## config.mk

```make
export PLATFORM = sky130hd
export DESIGN_NAME = ilv_phase_gen
export DESIGN_NICKNAME = d
export VERILOG_FILES = /design/src/rtl/ilv_phase_pkg.sv /design/src/rtl/ilv_sync_edge.sv /design/src/rtl/ilv_master_tmr.sv /design/src/rtl/ilv_follow_trk.sv /design/src/rtl/ilv_phase_gen.sv
export SDC_FILE = /design/constraint.sdc
export NUM_CORES = 1
export LEC_CHECK = 0
export ABC_AREA = 1
export BUFFER_PORTS_ARGS = -buffer_cell sky130_fd_sc_hd__buf_2
export CAP_MARGIN = 10
export CORE_AREA = 2 2 79 81
export DETAILED_ROUTE_END_ITERATION = 12
export DIE_AREA = 0 0 81 83
export PLACE_DENSITY = 0.75
export SLEW_MARGIN = 20
export SYNTH_ARGS = -nofsm -noshare
export SYNTH_HDL_FRONTEND = slang
export SYNTH_HIERARCHICAL = 1
export SYNTH_SLANG_ARGS = --single-unit
```

## constraint.sdc

```tcl
create_clock -name clk_i -period 4.2 [get_ports clk_i]
set_input_delay 0.21 -clock clk_i [delete_from_list [all_inputs] [get_ports clk_i]]
set_output_delay 0.21 -clock clk_i [all_outputs]
set_load 0.01 [all_outputs]
```

## src/rtl/ilv_phase_pkg.sv

```systemverilog
package ilv_phase_pkg;
  localparam int unsigned LAG_BITS  = 5;
  localparam int unsigned LAG_STEPS = 1 << LAG_BITS;

  typedef enum logic [1:0] {
    MODE_MASTER     = 2'd0,
    MODE_FOLLOW_LAG = 2'd1,
    MODE_FOLLOW_0   = 2'd2
  } ilv_mode_e;
endpackage

```

## src/rtl/ilv_sync_edge.sv

```systemverilog
module ilv_sync_edge #(
  parameter int unsigned STAGES = 2
) (
  input  logic clk_i,
  input  logic rst_ni,
  input  logic line_i,
  output logic rise_o
);
  logic [STAGES:0] shreg;

  // synchroniser stages plus one history flop for edge detection
  for (genvar g = 0; g <= STAGES; g++) begin : g_stage
    if (g == 0) begin : g_first
      always_ff @(posedge clk_i or negedge rst_ni) begin
        if (!rst_ni) shreg[0] <= 1'b0;
        else         shreg[0] <= line_i;
      end
    end else begin : g_next
      always_ff @(posedge clk_i or negedge rst_ni) begin
        if (!rst_ni) shreg[g] <= 1'b0;
        else         shreg[g] <= shreg[g-1];
      end
    end
  end

  assign rise_o = shreg[STAGES-1] & ~shreg[STAGES];
endmodule

```

## src/rtl/ilv_master_tmr.sv

```systemverilog
module ilv_master_tmr #(
  parameter int unsigned PER = 100,
  parameter int unsigned PW  = 25
) (
  input  logic clk_i,
  input  logic rst_ni,
  input  logic en_i,
  output logic strobe_o,
  output logic drive_o
);
  localparam int unsigned MW = (PER > 1) ? $clog2(PER) : 1;
  localparam logic [MW-1:0] LAST  = MW'(PER - 1);
  localparam logic [MW-1:0] WIDTH = MW'(PW);

  logic [MW-1:0] cnt_q;

  // parked at the last count so the first enabled cycle starts a period
  always_ff @(posedge clk_i or negedge rst_ni) begin
    if (!rst_ni)            cnt_q <= LAST;
    else if (!en_i)         cnt_q <= LAST;
    else if (cnt_q == LAST) cnt_q <= '0;
    else                    cnt_q <= cnt_q + 1'b1;
  end

  assign strobe_o = en_i && (cnt_q == '0);
  assign drive_o  = en_i && (cnt_q < WIDTH);
endmodule

```

## src/rtl/ilv_follow_trk.sv

```systemverilog
module ilv_follow_trk #(
  parameter int unsigned PMIN = 95,
  parameter int unsigned PMAX = 105,
  parameter int unsigned TMO  = 150,
  parameter int unsigned CW   = 8,
  parameter int unsigned LAGW = 5
) (
  input  logic            clk_i,
  input  logic            rst_ni,
  input  logic            en_i,
  input  logic            rise_i,
  input  logic [LAGW-1:0] code_i,
  output logic            strobe_o,
  output logic            lost_o
);
  localparam logic [CW-1:0] SAT = CW'(TMO - 1);
  localparam logic [CW-1:0] LO  = CW'(PMIN);
  localparam logic [CW-1:0] HI  = CW'(PMAX);

  logic [CW-1:0]      ival_q;
  logic [CW-1:0]      off_q;
  logic               lock_q;
  logic [CW-1:0]      meas;
  logic               in_win;
  logic [LAGW+CW-1:0] prod;

  assign meas   = ival_q + 1'b1;
  assign in_win = (meas >= LO) && (meas <= HI);
  assign prod   = {{CW{1'b0}}, code_i} * {{LAGW{1'b0}}, meas};

  always_ff @(posedge clk_i or negedge rst_ni) begin
    if (!rst_ni) begin
      ival_q <= SAT;
      off_q  <= '0;
      lock_q <= 1'b0;
    end else if (!en_i) begin
      ival_q <= SAT;
      off_q  <= '0;
      lock_q <= 1'b0;
    end else if (rise_i) begin
      ival_q <= '0;
      lock_q <= in_win;
      if (in_win) off_q <= prod[LAGW+CW-1:LAGW];
    end else if (ival_q == SAT) begin
      lock_q <= 1'b0;
    end else begin
      ival_q <= ival_q + 1'b1;
    end
  end

  assign strobe_o = en_i && lock_q && (ival_q == off_q);
  assign lost_o   = en_i && !lock_q;
endmodule

```

## src/rtl/ilv_phase_gen.sv

```systemverilog
module ilv_phase_gen
  import ilv_phase_pkg::*;
#(
  parameter int unsigned FAST_PER    = 100,
  parameter int unsigned TOL_PCT     = 5,
  parameter int unsigned PULSE_PCT   = 25,
  parameter int unsigned SYNC_STAGES = 2
) (
  input  logic                clk_i,
  input  logic                rst_ni,
  input  logic                lag_en_strap_i,
  input  logic [LAG_BITS-1:0] lag_code_i,
  input  logic                sync_in_i,
  output logic                sync_drive_o,
  output logic                period_stb_o,
  output logic                sync_lost_o
);
  localparam int unsigned PMIN = FAST_PER * (100 - TOL_PCT) / 100;
  localparam int unsigned PMAX = FAST_PER * (100 + TOL_PCT) / 100;
  localparam int unsigned TMO  = FAST_PER * 3 / 2;
  localparam int unsigned PW   = FAST_PER * PULSE_PCT / 100;
  localparam int unsigned CW   = $clog2(TMO + 1);

  ilv_mode_e           mode;
  logic                is_master;
  logic [LAG_BITS-1:0] eff_code;
  logic                line_rise;
  logic                m_stb, m_drv, f_stb, f_lost;

  always_comb begin
    if (!lag_en_strap_i && (lag_code_i == '0)) mode = MODE_MASTER;
    else if (!lag_en_strap_i)                  mode = MODE_FOLLOW_0;
    else                                       mode = MODE_FOLLOW_LAG;
  end

  assign is_master = (mode == MODE_MASTER);
  assign eff_code  = (mode == MODE_FOLLOW_LAG) ? lag_code_i : '0;

  ilv_sync_edge #(.STAGES(SYNC_STAGES)) u_edge (
    .clk_i  (clk_i),
    .rst_ni (rst_ni),
    .line_i (sync_in_i),
    .rise_o (line_rise)
  );

  ilv_master_tmr #(.PER(FAST_PER), .PW(PW)) u_master (
    .clk_i    (clk_i),
    .rst_ni   (rst_ni),
    .en_i     (is_master),
    .strobe_o (m_stb),
    .drive_o  (m_drv)
  );

  ilv_follow_trk #(
    .PMIN(PMIN), .PMAX(PMAX), .TMO(TMO), .CW(CW), .LAGW(LAG_BITS)
  ) u_follow (
    .clk_i    (clk_i),
    .rst_ni   (rst_ni),
    .en_i     (!is_master),
    .rise_i   (line_rise),
    .code_i   (eff_code),
    .strobe_o (f_stb),
    .lost_o   (f_lost)
  );

  assign period_stb_o = is_master ? m_stb : f_stb;
  assign sync_drive_o = m_drv;
  assign sync_lost_o  = f_lost;
endmodule

```

; After elaboration in Yosys (flattened, before gate mapping)
; Index checks and enable logic that the tools add are counted.
[totals]
ff_bits = 27
[classes]
n_addsub = 2
multipliers = 1
n_lt_le_gt_ge = 3
n_eq_ne = 5
mux = 15
bitwise_logic = 2
n_reduce_logical = 17
[op_table]
columns = operator, n
row1 = $mux 8, 6
row2 = $mux 7, 2
row3 = $mul 5x8->13, 1
row4 = $add 8x1->8 const B, 1
row5 = $eq 8x8->1, 1
row6 = $eq 8x8->1 const B, 1
row7 = $ge 8x7->1 const B, 1
row8 = $le 8x7->1 const B, 1
row9 = $add 7x1->7 const B, 1
row10 = $eq 7x7->1 const B, 1
row11 = $logic_and 1x1->1, 7
row12 = $logic_not 7->1, 1
row13 = $lt 7x5->1 const B, 1
row14 = $logic_not 5->1, 1
row15 = $mux 5, 1
row16 = $mux 1, 4
row17 = $mux 2, 2
row18 = $reduce_bool 2->1, 2
row19 = $logic_not 1->1, 3
row20 = $ne 3x3->1 const B, 1
row21 = $reduce_bool 3->1, 1
row22 = $eq 2x1->1 const B, 1
row23 = $logic_not 2->1, 1
row24 = $reduce_and 2->1, 1
row25 = other kinds (2), 2

; Depth between registers and ports, before layout
; Gate-level depths: netlist of the first run.
[logic_depth]
word_depth = 9
depth_mapped = 22
mapped_depth_nobuf = 22

; Hierarchy
; The synthesis of the first run kept the hierarchy.
[by_module_without_submodules]
columns = mod, n_inst, cells_per_inst, area_each_um2
row1 = ilv_follow_trk, 1, 323, 2244.7
row2 = ilv_master_tmr, 1, 55, 411.6
row3 = ilv_sync_edge, 1, 5, 85.1
row4 = ilv_phase_gen, 1, 18, 83.8

; Worst setup path after synthesis of the first run
; Ideal clock, no wire load.
[synth_timing]
path_kind = register to register
from = register u_follow.ival_q[0]
to = register u_follow.off_q[7]
setup_time_ns = 0.076
t_arrival_ns = 3.832
required_time_ns = 4.124
setup_slack_ns = 0.292
path_stages_with_launch = 18
period_less_slack_ns = 3.908
path_cell_list = dfstp_2 inv_1 ha_1 nand2_1 inv_1 fa_1 fa_1 inv_1 fa_1 inv_1 ha_1 a21oi_1 nor2_1 o21ai_0 nand3_1 nand2_1 nand2_1 o21ai_1
[synth_between]
elab_chain_len = 5
elab_cells_between_ends = 10
[synth_rtl]
columns = element, line_no
row1 = start: declaration, ilv_follow_trk.sv:20  ; logic [CW-1:0] ival_q;
row2 = start signal: assignment, ilv_follow_trk.sv:47  ; ival_q <= ival_q + 1'b1;
row3 = $add 8x1->8 (*), ilv_follow_trk.sv:27  ; assign meas = ival_q + 1'b1;
row4 = $mul 5x8->13 (tied with other cells), ilv_follow_trk.sv:29  ; assign prod = {{CW{1'b0}}, code_i} * {{LAGW{1'b0}}, meas};
row5 = $mux 8 / $logic_and 1x1->1 (equally long branches), "ilv_follow_trk.sv:43, ilv_follow_trk.sv:28"
row6 = $mux 8 / $reduce_bool 2->1 (equally long branches), -
row7 = $mux 8 / $reduce_and 2->1 (equally long branches), -
row8 = end signal: assignment, ilv_follow_trk.sv:43  ; if (in_win) off_q <= prod[LAGW+CW-1:LAGW];
row9 = end: declaration, ilv_follow_trk.sv:21  ; logic [CW-1:0] off_q;
; Every way passes the cells marked *; elsewhere a longest branch is shown, timed or not. The select of a mux whose other input is x is not followed.
; A chain may end at the register's enable or synchronous reset.

; Worst setup path in the final report of the first run
[layout_timing]
from = register u_follow.ival_q[0]
to = register u_follow.off_q[2]
; The elaborated chain is that of the path after synthesis.

==> results of run 1 <==
[per-stage QoR]
| step | power, uW | hold WS [ns] | cell area (sq um) | TNS, ns |
|---|---|---|---|---|
| after floorplan | 579 | -0.0856 | 2830 | 0 |
| after global placement | 684 | 0.255 | 2980 | 0 |
| after detailed placement | 690 | 0.262 | 2980 | 0 |
| after CTS | 844 | 0.0288 | 3040 | 0 |
| after global routing | 1010 | 0.0218 | 3170 | -0.187 |
| final | 924 | 0.0373 | 3170 | 0 |
[worst max-delay path by stage]
stage	cells after the start	to	slack, ns
3_3_place_gp	19	u_follow/off_q[7]$_DFFE_PN0P_	0.07
2_1_floorplan	17	u_follow/off_q[7]$_DFFE_PN0P_	0.29
3_5_place_dp	18	u_follow/off_q[7]$_DFFE_PN0P_	0.01
5_1_grt	21	u_follow/off_q[5]$_DFFE_PN0P_	-0.06
4_1_cts	20	u_follow/off_q[5]$_DFFE_PN0P_	0.02
6_report	16	u_follow/off_q[2]$_DFFE_PN0P_	0.15
[registers in the layout, indices dropped and copies added (netlist names)]
signal	cells
u_follow/lock_q	1
u_follow/off_q	8
u_follow/ival_q	8
u_edge/shreg	3
u_master/cnt_q	7
[repair_timing]
action / CTS / global route
setup endpoints to repair: 1 / 8
pin swaps: 0 / 8
hold buffers: 1 / 0
buffers inserted: 0 / 5
resized for setup: 1 / 22
hold endpoints to repair: 19 / 0
[layout make-up]
cell class                 instances  area, sq um  share of cell area (%)
inverter                          81          304                    9.58
clock buffer                       4         45.0                    1.42
timing repair buffer              20          125                    3.94
sequential                        27          686                    21.6
multi-input combinational        290         1920                    60.5
tap                               75         93.8                    2.96
[Yosys cell counts, types with 2 or more instances]
master and n:
ha_1 25, o21ai_0 8, xor2_1 4, fa_1 17, nand3_2 2, nand2_2 6
dfstp_2 8, nor2_2 6, nor2_1 49, nand2_1 98, a21oi_1 10, inv_1 80
nor4_1 3, dfrtp_1 19, o21bai_1 6, o21ai_1 8, xnor2_1 5, nand3_1 31
nand4_1 4
[where the power goes]
group          switching (uW)  internal (uW)
Combinational             288            183
Clock                    79.5           68.0
Sequential               21.1            285
Total                     388            536
[worst max-delay path, stage by stage, from the launching register on]
cell and delay [ns]:
dfstp_2 0.57, ha_2 0.20, nand2_2 0.09, inv_1 0.10, nor2_2 0.05, buf_4 0.13, nand2_1 0.07, fa_1 0.45
fa_1 0.54, fa_1 0.56, inv_1 0.05, ha_1 0.33, a21oi_1 0.24, o21bai_1 0.12, a21oi_1 0.16, xor2_1 0.18
o21ai_1 0.09
[routing by layer]
metal  wire length [microns]  share of wire (%)  GRT usage [%]
met1                    3070                 46           30.6
met2                    3290                 49           34.3
met4                      97                1.4           4.16
met5                       0                  0              0
met3                     285                4.2           3.91
[cell families (layout without fill, tap and decap cells)]
| family | after synthesis | after routing | synth area share (%) |
|---|---|---|---|
| simple gates | 202 | 202 | 31.1 |
| compound gates | 37 | 37 | 7.49 |
| buf+inv | 84 | 105 | 11.2 |
| fa+ha+maj | 42 | 42 | 23.1 |
| xor+xnor | 9 | 9 | 2.79 |
| flops | 27 | 27 | 24.3 |
==> flow_metrics.env, run 1 <==
export IMPL_diodes=0
export IMPL_tightestPinTransition_ns=0.594
export IMPL_wl_per_cell_microns=13.6
export IMPL_syn_num_nets=452
export IMPL_num_rows=28
export IMPL_htreeDepth=1
export IMPL_min_period_ns=4.05
export IMPL_dpl_hpwl_microns=5260
export IMPL_io_buffers=11
export IMPL_overflow=0
export IMPL_synth_area_top_cells="dfrtp_1, nand2_1, fa_1"
export IMPL_setup_viol=0
export IMPL_synthesis_area_sq_um=2830
export IMPL_drive_above_1_share_pct=15.9
export IMPL_clock_root_buffer="clkbuf_8"
export IMPL_r2r_end="u_follow/off_q[2]$_DFFE_PN0P_"
export IMPL_yosysSeqAreaShare_pct=24.3
export IMPL_antenna_found_initial=0
export IMPL_syn2layout_area_growth_pct=12.3
export IMPL_worstSetupPathType="flop to flop"
export IMPL_fin_util_pct=54.6
export IMPL_cp_arrival_ns=4.21
export IMPL_final_max_slew_viol_count=0
export IMPL_endpoint_kind="flop"
export IMPL_rrSetupSlack_ns=0.15
export IMPL_antenna_left=0
export IMPL_synth_distinct_cells=31
export IMPL_worst_hold_path_endpoint="u_edge/shreg[0]$_DFF_PN0_"
export IMPL_core_sq_um=5820
export IMPL_place_inst=487
export IMPL_clkLatencyLatePin_ns=0.27
export IMPL_die_w_microns=81
export IMPL_hold_path_class="input pin to flop"
export IMPL_ioPinCount=12
export IMPL_slew_headroom_pct=60.4
export IMPL_peakVddDrop_uv=148
export IMPL_outcome="completed"
export IMPL_cts_tree="yes"
export IMPL_reg2reg_depth=16
export IMPL_dr_total_vias=2581
export IMPL_mostFrequentLayoutCells="nand2_1, inv_1, nor2_1"
export IMPL_skew_ns=0.00254
export IMPL_cts_buffers=3
export IMPL_grt_pass1_wl_microns=11600
export IMPL_mostFrequentLayoutCell="nand2_1"
export IMPL_nFillCells=565
export IMPL_wl_microns=6740
export IMPL_dieArea_sq_um=6720
export IMPL_drc=0
export IMPL_dieHeight_microns=83
export IMPL_grt_start_max_net_pins=28
export IMPL_holdCritStartpoint="sync_in_i"
export IMPL_synth_top_area_cell="dfrtp_1"
export IMPL_holdPathStages=1
export IMPL_start_util_pct=48.6
export IMPL_drv_cap=0
export IMPL_first_global_vias=2565
export IMPL_startpoint="u_follow/ival_q[0]$_DFFE_PN1P_"
export IMPL_place_gp_congestion=0.925
export IMPL_firstDrtPassIters=4
export IMPL_path_clk_slew_ns=0.09
export IMPL_vias_per_cell=5.19
export IMPL_cts_sinks=27
export IMPL_nets=474
export IMPL_synth_top_area_share_pct=16.8
export IMPL_power_leakage_uw=0.00166
export IMPL_ys_ff_latch=27
export IMPL_r2r_start="u_follow/ival_q[0]$_DFFE_PN1P_"
export IMPL_clk_path_buf_depth=2
export IMPL_syn_inst=401
export IMPL_dp_worst_setup_slack_ns=0.0136
export IMPL_cp_required_ns=4.36
export IMPL_synth_edf_count=0
export IMPL_crit_fanout=4
export IMPL_syn_avg_cell_area_sq_um=7.05
export IMPL_async_flop_share_pct=100
export IMPL_rsz0062_at_grt="true"
export IMPL_fin_crit_sh_pct=96.4
export IMPL_setup_ws_ns=0.153
export IMPL_stdcell_count=497
export IMPL_power_density_nw_per_um2=291
export IMPL_max_freq_mhz=247
export IMPL_track_usage_pct=21.5
export IMPL_ys_warn_count=6
export IMPL_drtIter0Drc=193
export IMPL_yosys_most_used_dff="dfrtp_1"
export IMPL_startpoint_type="flop"
export IMPL_hold_viol=0
Power figures use the tool's default switching activity.
==> inputs of run 2 (changes only) <==
--- a/config.mk
+++ b/config.mk
@@ -6,7 +6,7 @@
 export NUM_CORES = 1
 export LEC_CHECK = 0
 export ABC_AREA = 1
-export BUFFER_PORTS_ARGS = -buffer_cell sky130_fd_sc_hd__buf_2
+export BUFFER_PORTS_ARGS = -buffer_cell sky130_fd_sc_hd__buf_4
 export CAP_MARGIN = 10
 export CORE_AREA = 2 2 79 81
 export DETAILED_ROUTE_END_ITERATION = 12
==> run 2 against run 1 <==
Via count up 1.2%. Global-route usage down 0.16 points. Non-clock buffer count up 1. Clock power increased by 8%. Highest routed layer unchanged. Critical endpoint is now u_follow/off_q[3]$_DFFE_PN0P_. Clock skew fell by 0.00086 ns. Count of clock-buffer cells in the layout is 1 lower. Worst hold slack worse by 0.013 ns. Sequential cell count unchanged. Sequential share of layout area down 0.35 points. Design area grew 1.7%. Utilization up 0.90 points.
==> flow_metrics.env, run 2 (synthesized netlist as in run 1, its figures left out) <==
export IMPL_nets=475
export IMPL_dieArea_sq_um=6720
export IMPL_r2r_start="u_follow/ival_q[0]$_DFFE_PN1P_"
export IMPL_rrSetupSlack_ns=0.18
export IMPL_cts_buffers=3
export IMPL_io_buffers=11
export IMPL_hold_viol=0
export IMPL_final_max_slew_viol_count=0
export IMPL_path_clk_slew_ns=0.10
export IMPL_num_rows=28
export IMPL_fin_crit_sh_pct=95.7
export IMPL_dpl_hpwl_microns=5400
export IMPL_drc=0
export IMPL_mostFrequentLayoutCells="nand2_1, inv_1, nor2_1"
export IMPL_max_freq_mhz=249
export IMPL_drv_cap=0
export IMPL_wl_per_cell_microns=13.6
export IMPL_cts_tree="yes"
export IMPL_antenna_found_initial=0
export IMPL_crit_fanout=5
export IMPL_slew_headroom_pct=61.9
export IMPL_ioPinCount=12
export IMPL_timing_hold_ws_ns=0.0242
export IMPL_diodes=0
export IMPL_drtIter0Drc=215
export IMPL_wl_microns=6790
export IMPL_track_usage_pct=21.4
export IMPL_holdPathStages=1
export IMPL_clkLatencyLatePin_ns=0.28
export IMPL_antenna_left=0
export IMPL_peakVddDrop_uv=154
export IMPL_skew_ns=0.00168
export IMPL_min_period_ns=4.02
export IMPL_core_sq_um=5820
export IMPL_dieHeight_microns=83
export IMPL_grt_pass1_wl_microns=11500
export IMPL_worst_hold_path_endpoint="u_edge/shreg[0]$_DFF_PN0_"
export IMPL_drive_above_1_share_pct=16.1
export IMPL_setup_ws_ns=0.180
export IMPL_setup_viol=0
export IMPL_holdCritStartpoint="sync_in_i"
export IMPL_startpoint_type="flop"
export IMPL_dp_worst_setup_slack_ns=0.00384
export IMPL_dr_total_vias=2613
export IMPL_firstDrtPassIters=5
export IMPL_power_density_nw_per_um2=288
export IMPL_endpoint_kind="flop"
export IMPL_mostFrequentLayoutCell="nand2_1"
export IMPL_worstSetupPathType="flop to flop"
export IMPL_htreeDepth=1
export IMPL_clock_root_buffer="clkbuf_8"
export IMPL_grt_start_max_net_pins=28
export IMPL_dpl_cell_area_sq_um=3030
export IMPL_power_leakage_uw=0.00168
export IMPL_top_regs="u_follow/ival_q (8), u_follow/off_q (8), u_master/cnt_q (7)"
export IMPL_cp_arrival_ns=4.20
export IMPL_place_gp_congestion=0.922
export IMPL_cp_required_ns=4.38
export IMPL_final_area_sq_um=3230
export IMPL_first_global_vias=2552
export IMPL_vias_per_cell=5.25
export IMPL_r2r_end="u_follow/off_q[3]$_DFFE_PN0P_"
export IMPL_reg2reg_depth=18
export IMPL_clk_path_buf_depth=2
export IMPL_hold_path_class="input pin to flop"
export IMPL_outcome="completed"
export IMPL_tightestPinTransition_ns=0.566
export IMPL_overflow=0
export IMPL_syn2layout_area_growth_pct=14.2
export IMPL_die_w_microns=81
export IMPL_cts_sinks=27
export IMPL_start_util_pct=48.6
run 2: cell count changes in the layout (fill, tap and decap cells not counted):
cell	previous run	this run
a21oi_1	9	8
a21oi_4	0	1
buf_2	11	0
buf_4	8	20
clkbuf_1	1	0
clkinvlp_4	0	1
nand2_1	95	93
nand2_2	9	11
nand3_2	2	1
nand3_4	1	2
nor2_1	40	44
nor2_2	13	9
run 2: worst max-delay path by stage:
| stage | cells past startpoint | slack, ns | to | start |
|---|---|---|---|---|
| after floorplan | 17 | 0.29 | u_follow/off_q[7]$_DFFE_PN0P_ | u_follow/ival_q[0]$_DFFE_PN1P_ |
| after global placement | 19 | 0.10 | u_follow/off_q[7]$_DFFE_PN0P_ | u_follow/ival_q[0]$_DFFE_PN1P_ |
| after detailed placement | 19 | 0.004 | u_follow/off_q[7]$_DFFE_PN0P_ | u_follow/ival_q[0]$_DFFE_PN1P_ |
| after CTS | 18 | 0.02 | u_follow/off_q[2]$_DFFE_PN0P_ | u_follow/ival_q[0]$_DFFE_PN1P_ |
| after global routing | 20 | -0.03 | u_follow/off_q[5]$_DFFE_PN0P_ | u_follow/ival_q[0]$_DFFE_PN1P_ |
| final | 18 | 0.18 | u_follow/off_q[3]$_DFFE_PN0P_ | u_follow/ival_q[0]$_DFFE_PN1P_ |
run 2: critical path, cell delays in order, from the launching register on:
cell and delay [ns]:
dfstp_2 0.60, ha_4 0.15, nor2_1 0.05, nor2_1 0.15
inv_2 0.09, nor2_1 0.13, fa_1 0.47, fa_1 0.54
inv_1 0.05, fa_1 0.55, inv_1 0.08, ha_4 0.27
a21oi_4 0.14, nor2_2 0.06, nor2_1 0.13, nand2_2 0.08
buf_4 0.14, xnor2_1 0.14, o21ai_1 0.08
run 2: power by group:
group / switching [uW] / internal (uW) / total, uW
Clock: 92.0 / 67.7 / 160
Sequential: 28.3 / 285 / 313
Combinational: 278 / 178 / 456
Total: 399 / 530 / 929
run 2: timing repair:
| item | CTS | global route |
|---|---|---|
| pin swaps | 0 | 16 |
| hold buffers | 1 | 0 |
| resized for setup | 2 | 25 |
| setup endpoints to repair | 1 | 8 |
| endpoints found under the hold margin | 19 | 0 |
| setup buffers | 0 | 4 |
run 2: area by class of cell:
class	instances	area (sq um)
clock buffers	3	41.3
clock inverters	1	7.51
fillers	558	2590
inverters	81	304
multi-input cells	290	1930
flip-flops and latches	27	686
well taps	75	93.8
repair buffers	21	160
run 2: per-layer routing:
layer	vias to the layer above	track usage, %	part of all wire (%)
met4	0	4.16	1.1
li1	1282	-	-
met2	75	35.7	48
met1	1247	29.7	46
met3	9	2.61	5.3
met5	-	0	0
run 2: stage by stage:
| stage | power [uW] | setup TNS [ns] | utilization, % | instances |
|---|---|---|---|---|
| floorplan | 579 | 0 | - | 401 |
| global placement | 695 | 0 | 52.0 | 489 |
| detailed placement | 701 | 0 | 52.0 | 489 |
| CTS | 865 | 0 | 53.1 | 494 |
| global route | 1010 | -0.0322 | 55.5 | 498 |
| finish | 929 | 0 | 55.5 | 498 |
